`config.mk`:
```
export PLATFORM = sky130hd
export DESIGN_NAME = pram_eval
export DESIGN_NICKNAME = d
export VERILOG_FILES = /design/src/rtl/pram_pkg.sv /design/src/rtl/pram_lfsr.sv /design/src/rtl/pram_out_list.sv /design/src/rtl/pram_vec_cache.sv /design/src/rtl/pram_eval.sv
export SDC_FILE = /design/constraint.sdc
export NUM_CORES = 2
export LEC_CHECK = 0
export ABC_AREA = 0
export BUFFER_PORTS_ARGS = -buffer_cell sky130_fd_sc_hd__buf_4
export CAP_MARGIN = 25
export CORE_UTILIZATION = 55
export DETAILED_ROUTE_END_ITERATION = 6
export HOLD_SLACK_MARGIN = 0.02
export PLACE_DENSITY = 0.72
export SLEW_MARGIN = 15
export SYNTH_ARGS = -nofsm -noshare
export SYNTH_HDL_FRONTEND = slang
export SYNTH_SLANG_ARGS = --single-unit
export TNS_END_PERCENT = 50
```
`constraint.sdc`:
```
create_clock -name clk -period 5.4 [get_ports clk]
set_input_delay 1.08 -clock clk [delete_from_list [all_inputs] [get_ports clk]]
set_output_delay 1.08 -clock clk [all_outputs]
set_load 0.02 [all_outputs]
```
`src/rtl/pram_pkg.sv`:
```
package pram_pkg;
  typedef enum logic [2:0] {
    ST_IDLE,
    ST_PTR,
    ST_LAST,
    ST_WRD,
    ST_CMP,
    ST_BC,
    ST_HALT
  } seq_state_t;
endpackage

```
`src/rtl/pram_lfsr.sv`:
```
module pram_lfsr #(
  parameter int          W    = 8,
  parameter logic [W-1:0] SEED = 1,
  parameter logic [W-1:0] TAPS = 8'hB8
) (
  input  logic         clk,
  input  logic         rst_n,
  input  logic         adv,
  output logic [W-1:0] value
);
  logic fb;
  assign fb = ^(value & TAPS);

  always_ff @(posedge clk or negedge rst_n) begin
    if (!rst_n)   value <= SEED;
    else if (adv) value <= {value[W-2:0], fb};
  end
endmodule

```
`src/rtl/pram_out_list.sv`:
```
module pram_out_list #(
  parameter int N  = 256,
  parameter int IW = $clog2(N)
) (
  input  logic          clk,
  input  logic          rst_n,
  input  logic          wr_en,
  input  logic [IW-1:0] wr_idx,
  input  logic          wr_bit,
  input  logic          swap,
  input  logic [IW-1:0] rd_a_idx,
  output logic          rd_a_bit,
  input  logic [IW-1:0] rd_b_idx,
  output logic          rd_b_bit
);
  // Bank 'sel' is committed (read), the other one collects the current pass.
  logic [1:0][N-1:0] bank_q;
  logic              sel_q;
  logic              wsel;

  assign wsel = ~sel_q;

  always_ff @(posedge clk or negedge rst_n) begin
    if (!rst_n) begin
      bank_q <= '0;
      sel_q  <= 1'b0;
    end else begin
      if (wr_en) bank_q[wsel][wr_idx] <= wr_bit;
      if (swap)  sel_q <= ~sel_q;
    end
  end

  assign rd_a_bit = bank_q[sel_q][rd_a_idx];
  assign rd_b_bit = bank_q[sel_q][rd_b_idx];
endmodule

```
`src/rtl/pram_vec_cache.sv`:
```
module pram_vec_cache #(
  parameter int N  = 256,
  parameter int VW = 6,
  parameter int IW = $clog2(N)
) (
  input  logic          clk,
  input  logic          rst_n,
  input  logic          wr_en,
  input  logic [IW-1:0] wr_idx,
  input  logic [VW-1:0] wr_vec,
  input  logic [IW-1:0] rd_idx,
  output logic [VW-1:0] rd_vec
);
  logic [N-1:0][VW-1:0] mem_q;

  always_ff @(posedge clk or negedge rst_n) begin
    if (!rst_n)     mem_q <= '0;
    else if (wr_en) mem_q[wr_idx] <= wr_vec;
  end

  assign rd_vec = mem_q[rd_idx];
endmodule

```
`src/rtl/pram_eval.sv`:
```
module pram_eval #(
  parameter int N_NEURON = 256,
  parameter int N_IN     = 6,
  parameter int PTR_W    = 12,
  parameter int W_W      = 8,
  parameter int IDX_W    = $clog2(N_NEURON),
  parameter int AW       = 1 + IDX_W + N_IN
) (
  input  logic                clk,
  input  logic                rst_n,
  input  logic                start,
  output logic                busy,
  output logic                done,
  input  logic                halt_req,
  output logic                halt_ack,
  input  logic [N_NEURON-1:0] ext_in,
  output logic                sram_re,
  output logic [AW-1:0]       sram_addr,
  input  logic [PTR_W-1:0]    sram_rdata,
  output logic                bcast_valid,
  input  logic                bcast_ready,
  output logic                bcast_bit,
  output logic [IDX_W-1:0]    bcast_idx,
  input  logic [IDX_W-1:0]    out_rd_idx,
  output logic                out_rd_bit,
  input  logic [IDX_W-1:0]    vec_rd_idx,
  output logic [N_IN-1:0]     vec_rd_data
);
  import pram_pkg::*;

  localparam int K_W   = $clog2(N_IN);
  localparam int PAD_W = AW - 1 - IDX_W - K_W;
  localparam logic [K_W-1:0]   K_LAST = K_W'(N_IN - 1);
  localparam logic [IDX_W-1:0] N_LAST = IDX_W'(N_NEURON - 1);

  seq_state_t       state_q;
  logic [IDX_W-1:0] n_q;
  logic [K_W-1:0]   k_q;
  logic [K_W-1:0]   ptr_k_q;
  logic             ptr_vld_q;
  logic [N_IN-1:0]  vec_q;
  logic             bit_q;
  logic             busy_q;
  logic             done_q;

  logic [W_W-1:0]   rnd;
  logic             fire;
  logic             src_ext;
  logic [IDX_W-1:0] src_idx;
  logic             list_bit;
  logic             src_bit;
  logic             accept;
  logic             last_accept;
  logic             unused_ptr_bits;

  // connection word decode
  assign src_ext         = sram_rdata[PTR_W-1];
  assign src_idx         = sram_rdata[IDX_W-1:0];
  assign src_bit         = src_ext ? ext_in[src_idx] : list_bit;
  assign unused_ptr_bits = ^sram_rdata[PTR_W-2:IDX_W];

  assign fire        = sram_rdata[W_W-1:0] > rnd;
  assign accept      = (state_q == ST_BC) && bcast_ready;
  assign last_accept = accept && (n_q == N_LAST);

  always_comb begin
    sram_re   = 1'b0;
    sram_addr = '0;
    case (state_q)
      ST_PTR: begin
        sram_re   = 1'b1;
        sram_addr = {1'b1, {PAD_W{1'b0}}, n_q, k_q};
      end
      ST_WRD: begin
        sram_re   = 1'b1;
        sram_addr = {1'b0, n_q, vec_q};
      end
      default: ;
    endcase
  end

  always_ff @(posedge clk or negedge rst_n) begin
    if (!rst_n) begin
      state_q   <= ST_IDLE;
      n_q       <= '0;
      k_q       <= '0;
      ptr_k_q   <= '0;
      ptr_vld_q <= 1'b0;
      vec_q     <= '0;
      bit_q     <= 1'b0;
      busy_q    <= 1'b0;
      done_q    <= 1'b0;
    end else begin
      done_q    <= 1'b0;
      ptr_vld_q <= (state_q == ST_PTR);
      ptr_k_q   <= k_q;
      if (ptr_vld_q) vec_q[ptr_k_q] <= src_bit;
      case (state_q)
        ST_IDLE: begin
          if (halt_req) begin
            state_q <= ST_HALT;
          end else if (start) begin
            state_q <= ST_PTR;
            busy_q  <= 1'b1;
            n_q     <= '0;
            k_q     <= '0;
          end
        end
        ST_PTR: begin
          if (k_q == K_LAST) state_q <= ST_LAST;
          else               k_q     <= k_q + 1'b1;
        end
        ST_LAST: state_q <= ST_WRD;
        ST_WRD:  state_q <= ST_CMP;
        ST_CMP: begin
          bit_q   <= fire;
          state_q <= ST_BC;
        end
        ST_BC: begin
          if (bcast_ready) begin
            k_q <= '0;
            if (n_q == N_LAST) begin
              done_q  <= 1'b1;
              busy_q  <= 1'b0;
              n_q     <= '0;
              state_q <= halt_req ? ST_HALT : ST_IDLE;
            end else begin
              n_q     <= n_q + 1'b1;
              state_q <= halt_req ? ST_HALT : ST_PTR;
            end
          end
        end
        ST_HALT: begin
          if (!halt_req) state_q <= busy_q ? ST_PTR : ST_IDLE;
        end
        default: state_q <= ST_IDLE;
      endcase
    end
  end

  pram_lfsr #(.W(W_W), .SEED(W_W'(1)), .TAPS(W_W'(8'hB8))) u_rng (
    .clk   (clk),
    .rst_n (rst_n),
    .adv   (state_q == ST_CMP),
    .value (rnd)
  );

  pram_out_list #(.N(N_NEURON), .IW(IDX_W)) u_list (
    .clk      (clk),
    .rst_n    (rst_n),
    .wr_en    (state_q == ST_CMP),
    .wr_idx   (n_q),
    .wr_bit   (fire),
    .swap     (last_accept),
    .rd_a_idx (src_idx),
    .rd_a_bit (list_bit),
    .rd_b_idx (out_rd_idx),
    .rd_b_bit (out_rd_bit)
  );

  pram_vec_cache #(.N(N_NEURON), .VW(N_IN), .IW(IDX_W)) u_cache (
    .clk    (clk),
    .rst_n  (rst_n),
    .wr_en  (state_q == ST_CMP),
    .wr_idx (n_q),
    .wr_vec (vec_q),
    .rd_idx (vec_rd_idx),
    .rd_vec (vec_rd_data)
  );

  assign busy        = busy_q;
  assign done        = done_q;
  assign halt_ack    = (state_q == ST_HALT);
  assign bcast_valid = (state_q == ST_BC);
  assign bcast_bit   = bit_q;
  assign bcast_idx   = n_q;
endmodule

```
==> summary.txt <==
Yosys
  • Syn_area_per_cell: 14.2 sq um
  • Yosys warns: 0
  • Yosys cell types: 59
  • Post-synth EDFFs: 0
  • Syn_nets: 7551
  • Synth area leader: dfrtp_1
  • Top FF cell, synth: dfrtp_1
  • Largest cells by area after synthesis: dfrtp_1 51%, mux4_2 19%, mux2_2 17%, o21ai_0 2.6%, nand2_1 2.3%
  • Seq cells post-synth: 2084
  • Post-Syn Instances: 7248
  • Top-area cell type share of the netlist area: 0.507
  • Post-synth ARST share: 1.00
  • Sequential area share after synthesis: 0.508
  • Mapped cell area: 103000 sq um

Clocking
  • Post-CTS Hold Buffers: 0
  • Clock transition at path regs: 0.07 ns
  • Clk root buf: clkbuf_16
  • TritonCTS clock tree: yes
  • Sink Count: 2084
  • Clock Tree Buf Depth: 3
  • Clock Latency Late Sink: 0.88 ns
  • CTS H-Tree Depth: 4
  • CTS buffer count: 211

Critical path
  • Worst EP arrival: 4.35 ns
  • CP top delay family: multiplexers
  • CP startpoint: vec_rd_idx[0]
  • Reg-to-Reg End: vec_q[1]
  • Most frequent CP cell: mux4_2
  • Crit path cell chain: buf_12, bufbuf_16, buf_12, mux4_2, mux4_2, mux4_2, mux4_2, buf_4
  • CP max stage delay: 0.62 ns
  • Required time at the worst-slack endpoint: 4.32 ns
  • Critical path class: in -> out
  • WP buf/inv: 4
  • R2r worst-path depth: 12
  • Worst reg2reg path startpoint: u_list.sel_q
  • Crit-path max FO: 12
  • CP Launch Type: primary input
  • CP endpoint: vec_rd_data[4]
  • Critical Path End Type: primary output
  • Stages on the worst setup path: 8
  • Flop2flop setup slack: 1.05 ns
  • Slowest library cell on the worst path: mux4_2

Timing
  • F_max: 184 MHz
  • Final setup TNS: -0.0983 ns
  • Hold Violations, Final: 0
  • Worst slew pin tran: 1.09 ns
  • # setup viols final: 6
  • Setup ws final: -0.0339 ns
  • Clk_skew: 0.0341 ns
  • Final Max Slew Viols: 0
  • Relative slew slack: 0.273
  • Min Tclk post-route: 5.43 ns
  • Fin crit share: 1.01

Placed design
  • # port buffers: 321
  • DPL Wire Length: 189 mm
  • RePlAce Congestion: 0.895
  • Placed cells: 9626

Detailed routing
  • Routed Antenna Nets: 0
  • DR iter-0 viols: 6960
  • Drc violations: 0
  • Vias: 66.4k
  • Routed Wire Length: 283 mm
  • Drt first pass iters: 6
  • Mean routed wirelength per cell: 28.2 um
  • Vias per cell: 6.61

GRT
  • Grt ovf: 0
  • Vias in the first global route: 68.4k
  • First-pass GRT wire length: 433 mm
  • Pin count of the biggest net entering global routing: 201
  • Initial antenna violation count: 12
  • GRT Util Overall: 0.305

Run status
  • Failing checks: negative setup slack
  • Outcome: finished with violations

Hold path
  • Worst min path class: in -> async

Final layout
  • Commonest cells after routing, fill and taps aside: 2076 x dfrtp_1, 1534 x mux2_2, 869 x mux4_2
  • P&R area growth vs syn: 13.0%
  • Final-layout fill cell count: 13.5k
  • Share of cells above drive strength 1: 0.447
  • Most common cell after layout, fill and taps aside: dfrtp_1
  • # nets final: 7677
  • Final Instance Count excl. Fillers: 10.0k

Pwr
  • Worst IR Drop VDD: 0.000778 V
  • Pwr per Cell Area: 309 nW/um^2
  • Leakage: 51.8 nW

Die
  • IO Count: 325
  • Die height: 434 um
  • Initial Util: 0.554
  • Die area: 189000 sq um
  • Die Wd: 434 um
  • Core region area: 185000 sq um
  • # rows: 158

Flow run
  • Max Cap Viol: 0
==> cell families (layout without fill, tap and decap cells) <==
logic type	Yosys count	in the layout	synth area share
AND/OR/NAND/NOR	1098	1098	0.0465
other	0	9	0
adder cells (fa/ha/maj)	14	14	0.00171
XOR/XNOR	7	7	0.000597
multiplexers	2460	2460	0.364
AO/OA/AOI/OAI	901	901	0.0523
flip-flops	2084	2084	0.508
buffers and inverters	684	989	0.0270
==> per-layer routing <==
layer	track usage	part of all wire
met4	0.136	0.046
met2	0.467	0.47
met1	0.422	0.40
met3	0.0661	0.082
met5	0	0.00016
==> cells in the mapped netlist, types with 6 or more instances <==
cell type  instances
clkbuf_1         515
and2_1            21
buf_6              8
nor2b_1           23
a221oi_1           6
o31ai_1          259
a22oi_1           22
buf_4             10
buf_2             84
nand3_1          275
buf_1             51
and3_1            12
o21ai_0          539
ha_1              14
nand2_1          638
nor3_1            22
a21oi_1           24
inv_1             15
nor2_1            61
mux4_2           869
mux2i_1           55
mux2_2          1534
o22ai_1            8
a31oi_1            7
dfrtp_1         2083
nand2b_1          16
nand3b_1           7
==> worst min path at each step <==
stage | from | end | depth (start not counted)
6_report | rst_n | ptr_k_q[1] | 1
4_1_cts | rst_n | ptr_k_q[1] | 1
2_1_floorplan | k_q[1] | ptr_k_q[1] | 0
3_5_place_dp | u_cache.mem_q[283] | u_cache.mem_q[283] | 2
3_3_place_gp | u_cache.mem_q[94] | u_cache.mem_q[94] | 2
5_1_grt | rst_n | ptr_k_q[1] | 1
==> worst reg2reg max path, stage by stage, from the launching register on <==
cell,delay [ns]
dfrtp_4,0.53
buf_6,0.24
buf_16,0.26
buf_4,0.23
nand2b_1,0.26
o21ai_0,0.20
o32ai_1,0.72
o21ai_0,0.18
nor3_1,0.60
a2111oi_0,0.18
nor3_1,0.43
buf_4,0.27
mux2_2,0.18
==> state kept, by name, summed over array words and instances, names as in the netlist <==
signal	flops
u_list.bank_q	512
u_list.sel_q	1
ptr_k_q	3
done	1
bcast_bit	1
ptr_vld_q	1
u_rng.value	8
vec_q	6
k_q	3
state_q	3
busy	1
bcast_idx	8
u_cache.mem_q	1536
==> stage by stage <==
| step | setup slack (ns) | util | hold slack (ns) | total power (W) | area, sq um |
|---|---|---|---|---|---|
| after floorplan | 0.542 | - | 0.415 | 0.0192 | 103000 |
| after global placement | 0.0115 | 0.585 | 0.461 | 0.0211 | 108000 |
| after detailed placement | -0.0130 | 0.585 | 0.458 | 0.0212 | 109000 |
| after CTS | 0.00707 | 0.625 | 0.0941 | 0.0361 | 116000 |
| after global routing | -0.00154 | 0.626 | 0.118 | 0.0371 | 116000 |
| final | -0.0339 | 0.626 | 0.124 | 0.0359 | 116000 |
==> report_power, final <==
group	leakage, nW	internal, W	switching, W
registers	26.4	0.0159	0.000571
logic	21.9	0.00132	0.00323
clock network	3.53	0.00856	0.00636
total	51.8	0.0257	0.0102
==> what timing repair did <==
action | CTS | global route
cloned | 3 | 5
gates resized for setup | 5 | 12
buffers inserted | 6 | 0
endpoints found under the setup margin | 4 | 1
endpoints found under the hold margin | 0 | 0
==> layout make-up <==
type / count / area [sq um] / area share
Sequential cell: 2084 / 52200 / 0.449
Tap cell: 2480 / 3100 / 0.0267
Inverter: 16 / 60.1 / 0.000517
Antenna cell: 9 / 22.5 / 0.000194
Clock buffer: 311 / 6250 / 0.0538
Multi-Input combinational cell: 4480 / 47900 / 0.413
Timing Repair Buffer: 581 / 5720 / 0.0492
Clock inverter: 81 / 871 / 0.00750
(Power assumes the default switching activity.)
